==> src/rtl/bsf_pkg.sv <==
package bsf_pkg;

    typedef enum logic [1:0] {
        CYC_IDLE  = 2'd0,
        CYC_READ  = 2'd1,
        CYC_WRITE = 2'd2
    } cyc_e;

endpackage

==> src/rtl/bsf_strobe_dec.sv <==
module bsf_strobe_dec
    import bsf_pkg::*;
#(
    parameter int NB = 2
) (
    input  logic          proc_n,
    input  logic          ctrl_n,
    input  logic          ce_n,
    input  logic          open_q,
    input  logic [NB-1:0] wr_n,
    output logic          load,
    output cyc_e          cyc
);

    logic proc_ok;
    logic ctrl_ok;
    logic any_wr;

    always_comb begin
        proc_ok = !proc_n && !ce_n;
        ctrl_ok = !ctrl_n && !proc_ok;
        any_wr  = |(~wr_n);
        load    = proc_ok || ctrl_ok;
        if (proc_ok) begin
            cyc = CYC_READ;
        end else if (ctrl_ok || open_q) begin
            cyc = any_wr ? CYC_WRITE : CYC_READ;
        end else begin
            cyc = CYC_IDLE;
        end
    end

endmodule

==> src/rtl/bsf_addr_unit.sv <==
module bsf_addr_unit #(
    parameter int AW = 6
) (
    input  logic          clk,
    input  logic          rst,
    input  logic          load,
    input  logic          adv_n,
    input  logic [AW-1:0] addr_in,
    output logic [AW-1:0] addr_q,
    output logic [AW-1:0] addr_nx,
    output logic          open_q
);

    localparam int UW = AW - 2;

    typedef struct packed {
        logic [UW-1:0] upper;
        logic [1:0]    cnt;
        logic          open;
    } ast_t;

    ast_t s_d;
    ast_t s_q;

    always_comb begin
        s_d = s_q;
        if (load) begin
            s_d.upper = addr_in[AW-1:2];
            s_d.cnt   = addr_in[1:0];
            s_d.open  = 1'b1;
        end else if (!adv_n) begin
            s_d.cnt = s_q.cnt + 2'd1;
        end
        addr_nx = {s_d.upper, s_d.cnt};
    end

    always_ff @(posedge clk) begin
        if (rst) begin
            s_q <= '0;
        end else begin
            s_q <= s_d;
        end
    end

    assign addr_q = {s_q.upper, s_q.cnt};
    assign open_q = s_q.open;

endmodule

==> src/rtl/bsf_data_path.sv <==
module bsf_data_path
    import bsf_pkg::*;
#(
    parameter int AW = 6,
    parameter int DW = 16,
    parameter int NB = 2
) (
    input  logic          clk,
    input  logic          rst,
    input  cyc_e          cyc,
    input  logic [AW-1:0] addr_nx,
    input  logic [AW-1:0] addr_q,
    input  logic [NB-1:0] wr_n,
    input  logic [DW-1:0] dq_in,
    input  logic          oe_n,
    output logic [DW-1:0] dq_out,
    output logic          dq_drive
);

    localparam int DEPTH = 1 << AW;
    localparam int BW    = DW / NB;

    typedef struct packed {
        logic          wv;
        logic [AW-1:0] wa;
        logic [NB-1:0] wbe;
        logic [DW-1:0] wd;
        logic          rd_pend;
        logic          dvalid;
        logic [DW-1:0] dout;
    } dst_t;

    dst_t d_d;
    dst_t d_q;

    logic [DW-1:0] mem_q [DEPTH];

    always_comb begin
        d_d         = d_q;
        d_d.wv      = (cyc == CYC_WRITE);
        d_d.wa      = addr_nx;
        d_d.wbe     = ~wr_n;
        d_d.wd      = dq_in;
        d_d.rd_pend = (cyc == CYC_READ);
        d_d.dvalid  = d_q.rd_pend;
        d_d.dout    = mem_q[addr_q];
    end

    always_ff @(posedge clk) begin
        if (rst) begin
            d_q <= '0;
        end else begin
            d_q <= d_d;
        end
    end

    always_ff @(posedge clk) begin
        if (!rst && d_q.wv) begin
            for (int b = 0; b < NB; b++) begin
                if (d_q.wbe[b]) begin
                    mem_q[d_q.wa][b*BW +: BW] <= d_q.wd[b*BW +: BW];
                end
            end
        end
    end

    assign dq_out   = d_q.dout;
    assign dq_drive = d_q.dvalid && !oe_n;

endmodule

==> src/rtl/burst_sram_front.sv <==
module burst_sram_front
    import bsf_pkg::*;
#(
    parameter int AW = 6,
    parameter int DW = 16,
    parameter int NB = 2
) (
    input  logic          clk,
    input  logic          rst,
    input  logic          proc_strobe_n,
    input  logic          ctrl_strobe_n,
    input  logic          chip_en_n,
    input  logic          adv_n,
    input  logic [AW-1:0] addr_in,
    input  logic [NB-1:0] wr_n,
    input  logic          oe_n,
    input  logic [DW-1:0] dq_in,
    output logic [DW-1:0] dq_out,
    output logic          dq_drive,
    output logic [AW-1:0] mem_addr
);

    logic          load;
    logic          open_q;
    cyc_e          cyc;
    logic [AW-1:0] addr_nx;

    bsf_strobe_dec #(.NB(NB)) u_dec (
        .proc_n (proc_strobe_n),
        .ctrl_n (ctrl_strobe_n),
        .ce_n   (chip_en_n),
        .open_q (open_q),
        .wr_n   (wr_n),
        .load   (load),
        .cyc    (cyc)
    );

    bsf_addr_unit #(.AW(AW)) u_addr (
        .clk     (clk),
        .rst     (rst),
        .load    (load),
        .adv_n   (adv_n),
        .addr_in (addr_in),
        .addr_q  (mem_addr),
        .addr_nx (addr_nx),
        .open_q  (open_q)
    );

    bsf_data_path #(.AW(AW), .DW(DW), .NB(NB)) u_data (
        .clk      (clk),
        .rst      (rst),
        .cyc      (cyc),
        .addr_nx  (addr_nx),
        .addr_q   (mem_addr),
        .wr_n     (wr_n),
        .dq_in    (dq_in),
        .oe_n     (oe_n),
        .dq_out   (dq_out),
        .dq_drive (dq_drive)
    );

endmodule

==> config.mk <==
export PLATFORM = sky130hd
export DESIGN_NAME = burst_sram_front
export DESIGN_NICKNAME = d
export VERILOG_FILES = /design/src/rtl/bsf_pkg.sv /design/src/rtl/bsf_strobe_dec.sv /design/src/rtl/bsf_addr_unit.sv /design/src/rtl/bsf_data_path.sv /design/src/rtl/burst_sram_front.sv
export SDC_FILE = /design/constraint.sdc
export NUM_CORES = 1
export LEC_CHECK = 0
export CAP_MARGIN = 10
export CORE_MARGIN = 5
export CORE_UTILIZATION = 41
export CTS_CLUSTER_DIAMETER = 80
export DETAILED_ROUTE_END_ITERATION = 10
export SLEW_MARGIN = 30
export SYNTH_ARGS = -nofsm -noshare
export SYNTH_HDL_FRONTEND = slang
export SYNTH_SLANG_ARGS = --single-unit
==> constraint.sdc <==
create_clock -name clk -period 5.7 [get_ports clk]
set_input_delay 0.57 -clock clk [delete_from_list [all_inputs] [get_ports clk]]
set_output_delay 0.57 -clock clk [all_outputs]
set_load 0.05 [all_outputs]
==> impl_metrics.yaml <==
outcome:
  status: "finished clean"
floorplan:
  start_util_pct: 41.1
  die-area_mm2: 0.106
  core_mm2: 0.0997
  num_io_pins: 54
  die_w_um: 326
  die_y_um: 326
  rows: 116
synthesis:
  async_flop_share_pct: 0
  ys_ff_latch: 1068
  synth_commonest_cells: "edfxtp_1, a221oi_1, mux2i_1, nor2_1, a22oi_1"
  synth.area.top_cells: "edfxtp_1, mux2i_1, a221oi_1"
  synth_xor_area_share_pct: 0.0214
  netlist_area_mm2: 0.0410
  ys_types: 52
  yosysSeqAreaShare_pct: 77.1
  avgSynthCellArea_um2: 17.9
  syn_inst: 2293
  yosysWarningCount: 0
  yosys.area_share.simple_pct: 3.29
  synth.most_common_cell: "edfxtp_1"
  synth_edf_count: 1024
  yosysTopAreaCellShare_pct: 75.0
  synth_top_area_cell: "edfxtp_1"
  synth_flop_cell: "edfxtp_1"
  synth_fa_ha_area_share_pct: 0
  synth.net_count: 2324
  synth_top_family_by_area: "compound AO/OA/AOI/OAI gates"
  muxShareOfSynthArea_pct: 7.41
  synth_compound_area_share_pct: 9.62
detailed_routing:
  drt-initial-drc-count: 3309
  met3_wirelength_um: 10800
  routed_wirelength_um: 113000
  routed-via-count: 22758
  vias_per_cell: 6.12
  drcViolationCount: 0
  top_layer: "met4"
  wl_met2_um: 52300
  wl_per_cell_um: 30.3
  firstDrtPassIters: 6
  wl_met1_um: 45200
  ant_nets: 0
sta:
  max_slew_margin_pct: 31.2
  hold_viol: 0
  finalSetupViolCount: 0
  setup_ws_ps: 2070
  grt_setup_unrepaired: "no"
  skew_ps: 30.6
  finalCritPeriodShare_pct: 63.8
  fmax_mhz: 275
  tightest_slew_ps: 1030
  finalCriticalPeriod_ps: 3630
  tns_ps: 0
  drv_slew: 0
place:
  globalplace.congestion: 0.862
  port_buffers: 53
  dp_hpwl_um: 67300
  dp_slack_ps: 2120
cts:
  cts_setup_buffers: 0
  cts_resized: 0
  cts_sinks: 1068
  clkTransAtPathRegs_ps: 60
  cts-htree-levels: 3
  cts_tree: "built"
  root_buffer: "clkbuf_16"
  cts_buffers: 104
  cts_hold_buf: 0
  insertion_delay_ps: 680
  clk_path_buf_depth: 3
worst_setup_path:
  startpoint_type: "flip-flop"
  cp.buffers_inverters: 2
  crit_chain: "buf_4 > nor2_2 > buf_4 > a221oi_1 > o22ai_1 > a211oi_1 > a41oi_1"
  required_ps: 6210
  crit_family: "compound AO/OA/AOI/OAI gates"
  worstSetupEndpointType: "flip-flop"
  cp_slowest_stage_delay_ps: 750
  crit_top_cell: "buf_4"
  cp.arrival_ps: 4140
  criticalPathCategory: "reg2reg"
  critPathMaxFanout: 36
  critPathSlowestCell: "dfxtp_4"
worst_hold_path:
  min_path_type: "in2reg"
global_route:
  grt_max_degree: 104
  grt_pass1_vias: 22563
  grt_antenna_before_repair: 2
  grt_pass1_wl_um: 161000
  grt_overflow_total: 0
  grt_usage_pct: 20.6
power:
  cellLeakagePower_uw: 0.0141
  p_per_area_mw_per_mm2: 356
  irDropWorstVdd_uv: 239
finish:
  area_delta_synth_final_pct: 12.2
  diodes: 0
  drive_above_1_share_pct: 14.1
  nets: 2363
job:
  cap_violations: 0
## worst paths after layout
kind               startpoint                end  slack, ps  cells after the start
max          u_addr.addr_q[0]  u_data.dq_out[14]       2070                      7
max reg2reg  u_addr.addr_q[0]  u_data.dq_out[14]       2070                      7
min                       rst   u_addr.addr_q[3]        440                      2
min reg2reg     u_addr.open_q     u_data.d_q[42]        530                      2
## cells in the final DEF (no fill, tap or decap), types with 10 or more instances in the layout
master,n
mux4_2,44
buf_4,55
a31oi_1,16
a41oi_1,15
o21ai_0,50
or2_2,15
o22ai_1,15
clkbuf_16,108
a22oi_1,81
mux2_2,35
dfxtp_2,13
clkinv_1,21
clkbuf_1,28
mux2i_1,165
nand2_1,35
clkinv_2,26
nor2_1,152
a222oi_1,12
nor2b_1,23
a221oi_1,165
clkdlybuf4s50_1,52
inv_1,10
o211ai_1,17
nand2b_1,11
o221ai_1,28
o22a_1,52
a221o_1,12
edfxtp_1,1024
a21oi_1,25
dfxtp_1,25
## layout make-up
class | instances | area (um2)
Clock buffer | 137 | 2820
Clock inverter | 59 | 445
Fill cell | 8374 | 53700
Inverter | 12 | 47.5
Multi-Input combinational cell | 1033 | 8390
Sequential cell | 1068 | 31700
Tap cell | 1298 | 1620
Timing Repair Buffer | 113 | 1030
## state kept, by name, summed over array words and instances (netlist names)
name / count
u_data.d_q: 22
u_addr.addr_q: 4
u_data.d_d: 1
u_data.mem_q: 1024
u_addr.open_q: 1
u_data.dq_out: 16
## routing by layer
metal | GRT usage [%] | vias to the layer above
met1 | 28.4 | 11717
met3 | 4.79 | 231
met4 | 7.39 | 0
li1 | - | 9520
met5 | 0 | -
met2 | 32.5 | 1290
## report_power, final
group	leakage [uW]	switching (uW)	total, uW	internal, uW
clock	0.00161	2860	6610	3750
combinational	0.00275	747	1090	345
sequential	0.00972	74.4	8690	8620
total	0.0141	3680	16400	12700
## worst reg2reg max path: stages, from the launching register on
cell and delay [ps]:
dfxtp_4 750, buf_4 590, nor2_2 350, buf_4 320
a221oi_1 360, o22ai_1 170, a211oi_1 740, a41oi_1 190
## metrics by stage
| stage | util, % | cells | area [um2] | power [uW] | hold slack [ps] |
|---|---|---|---|---|---|
| 6_report | 46.2 | 3720 | 46000 | 16400 | 435 |
| 2_1_floorplan | - | 2293 | 41000 | 9490 | 414 |
| 3_3_place_gp | 42.9 | 3523 | 42700 | 9930 | 525 |
| 5_1_grt | 46.2 | 3720 | 46000 | 16900 | 435 |
| 4_1_cts | 46.2 | 3720 | 46000 | 16500 | 414 |
| 3_5_place_dp | 42.9 | 3524 | 42800 | 9940 | 531 |
## cells by family after synthesis
group | Yosys count
compound gates | 503
xor+xnor | 1
buf+inv | 192
flops | 1068
mux | 244
simple gates | 285
Power figures use the tool's default switching activity.
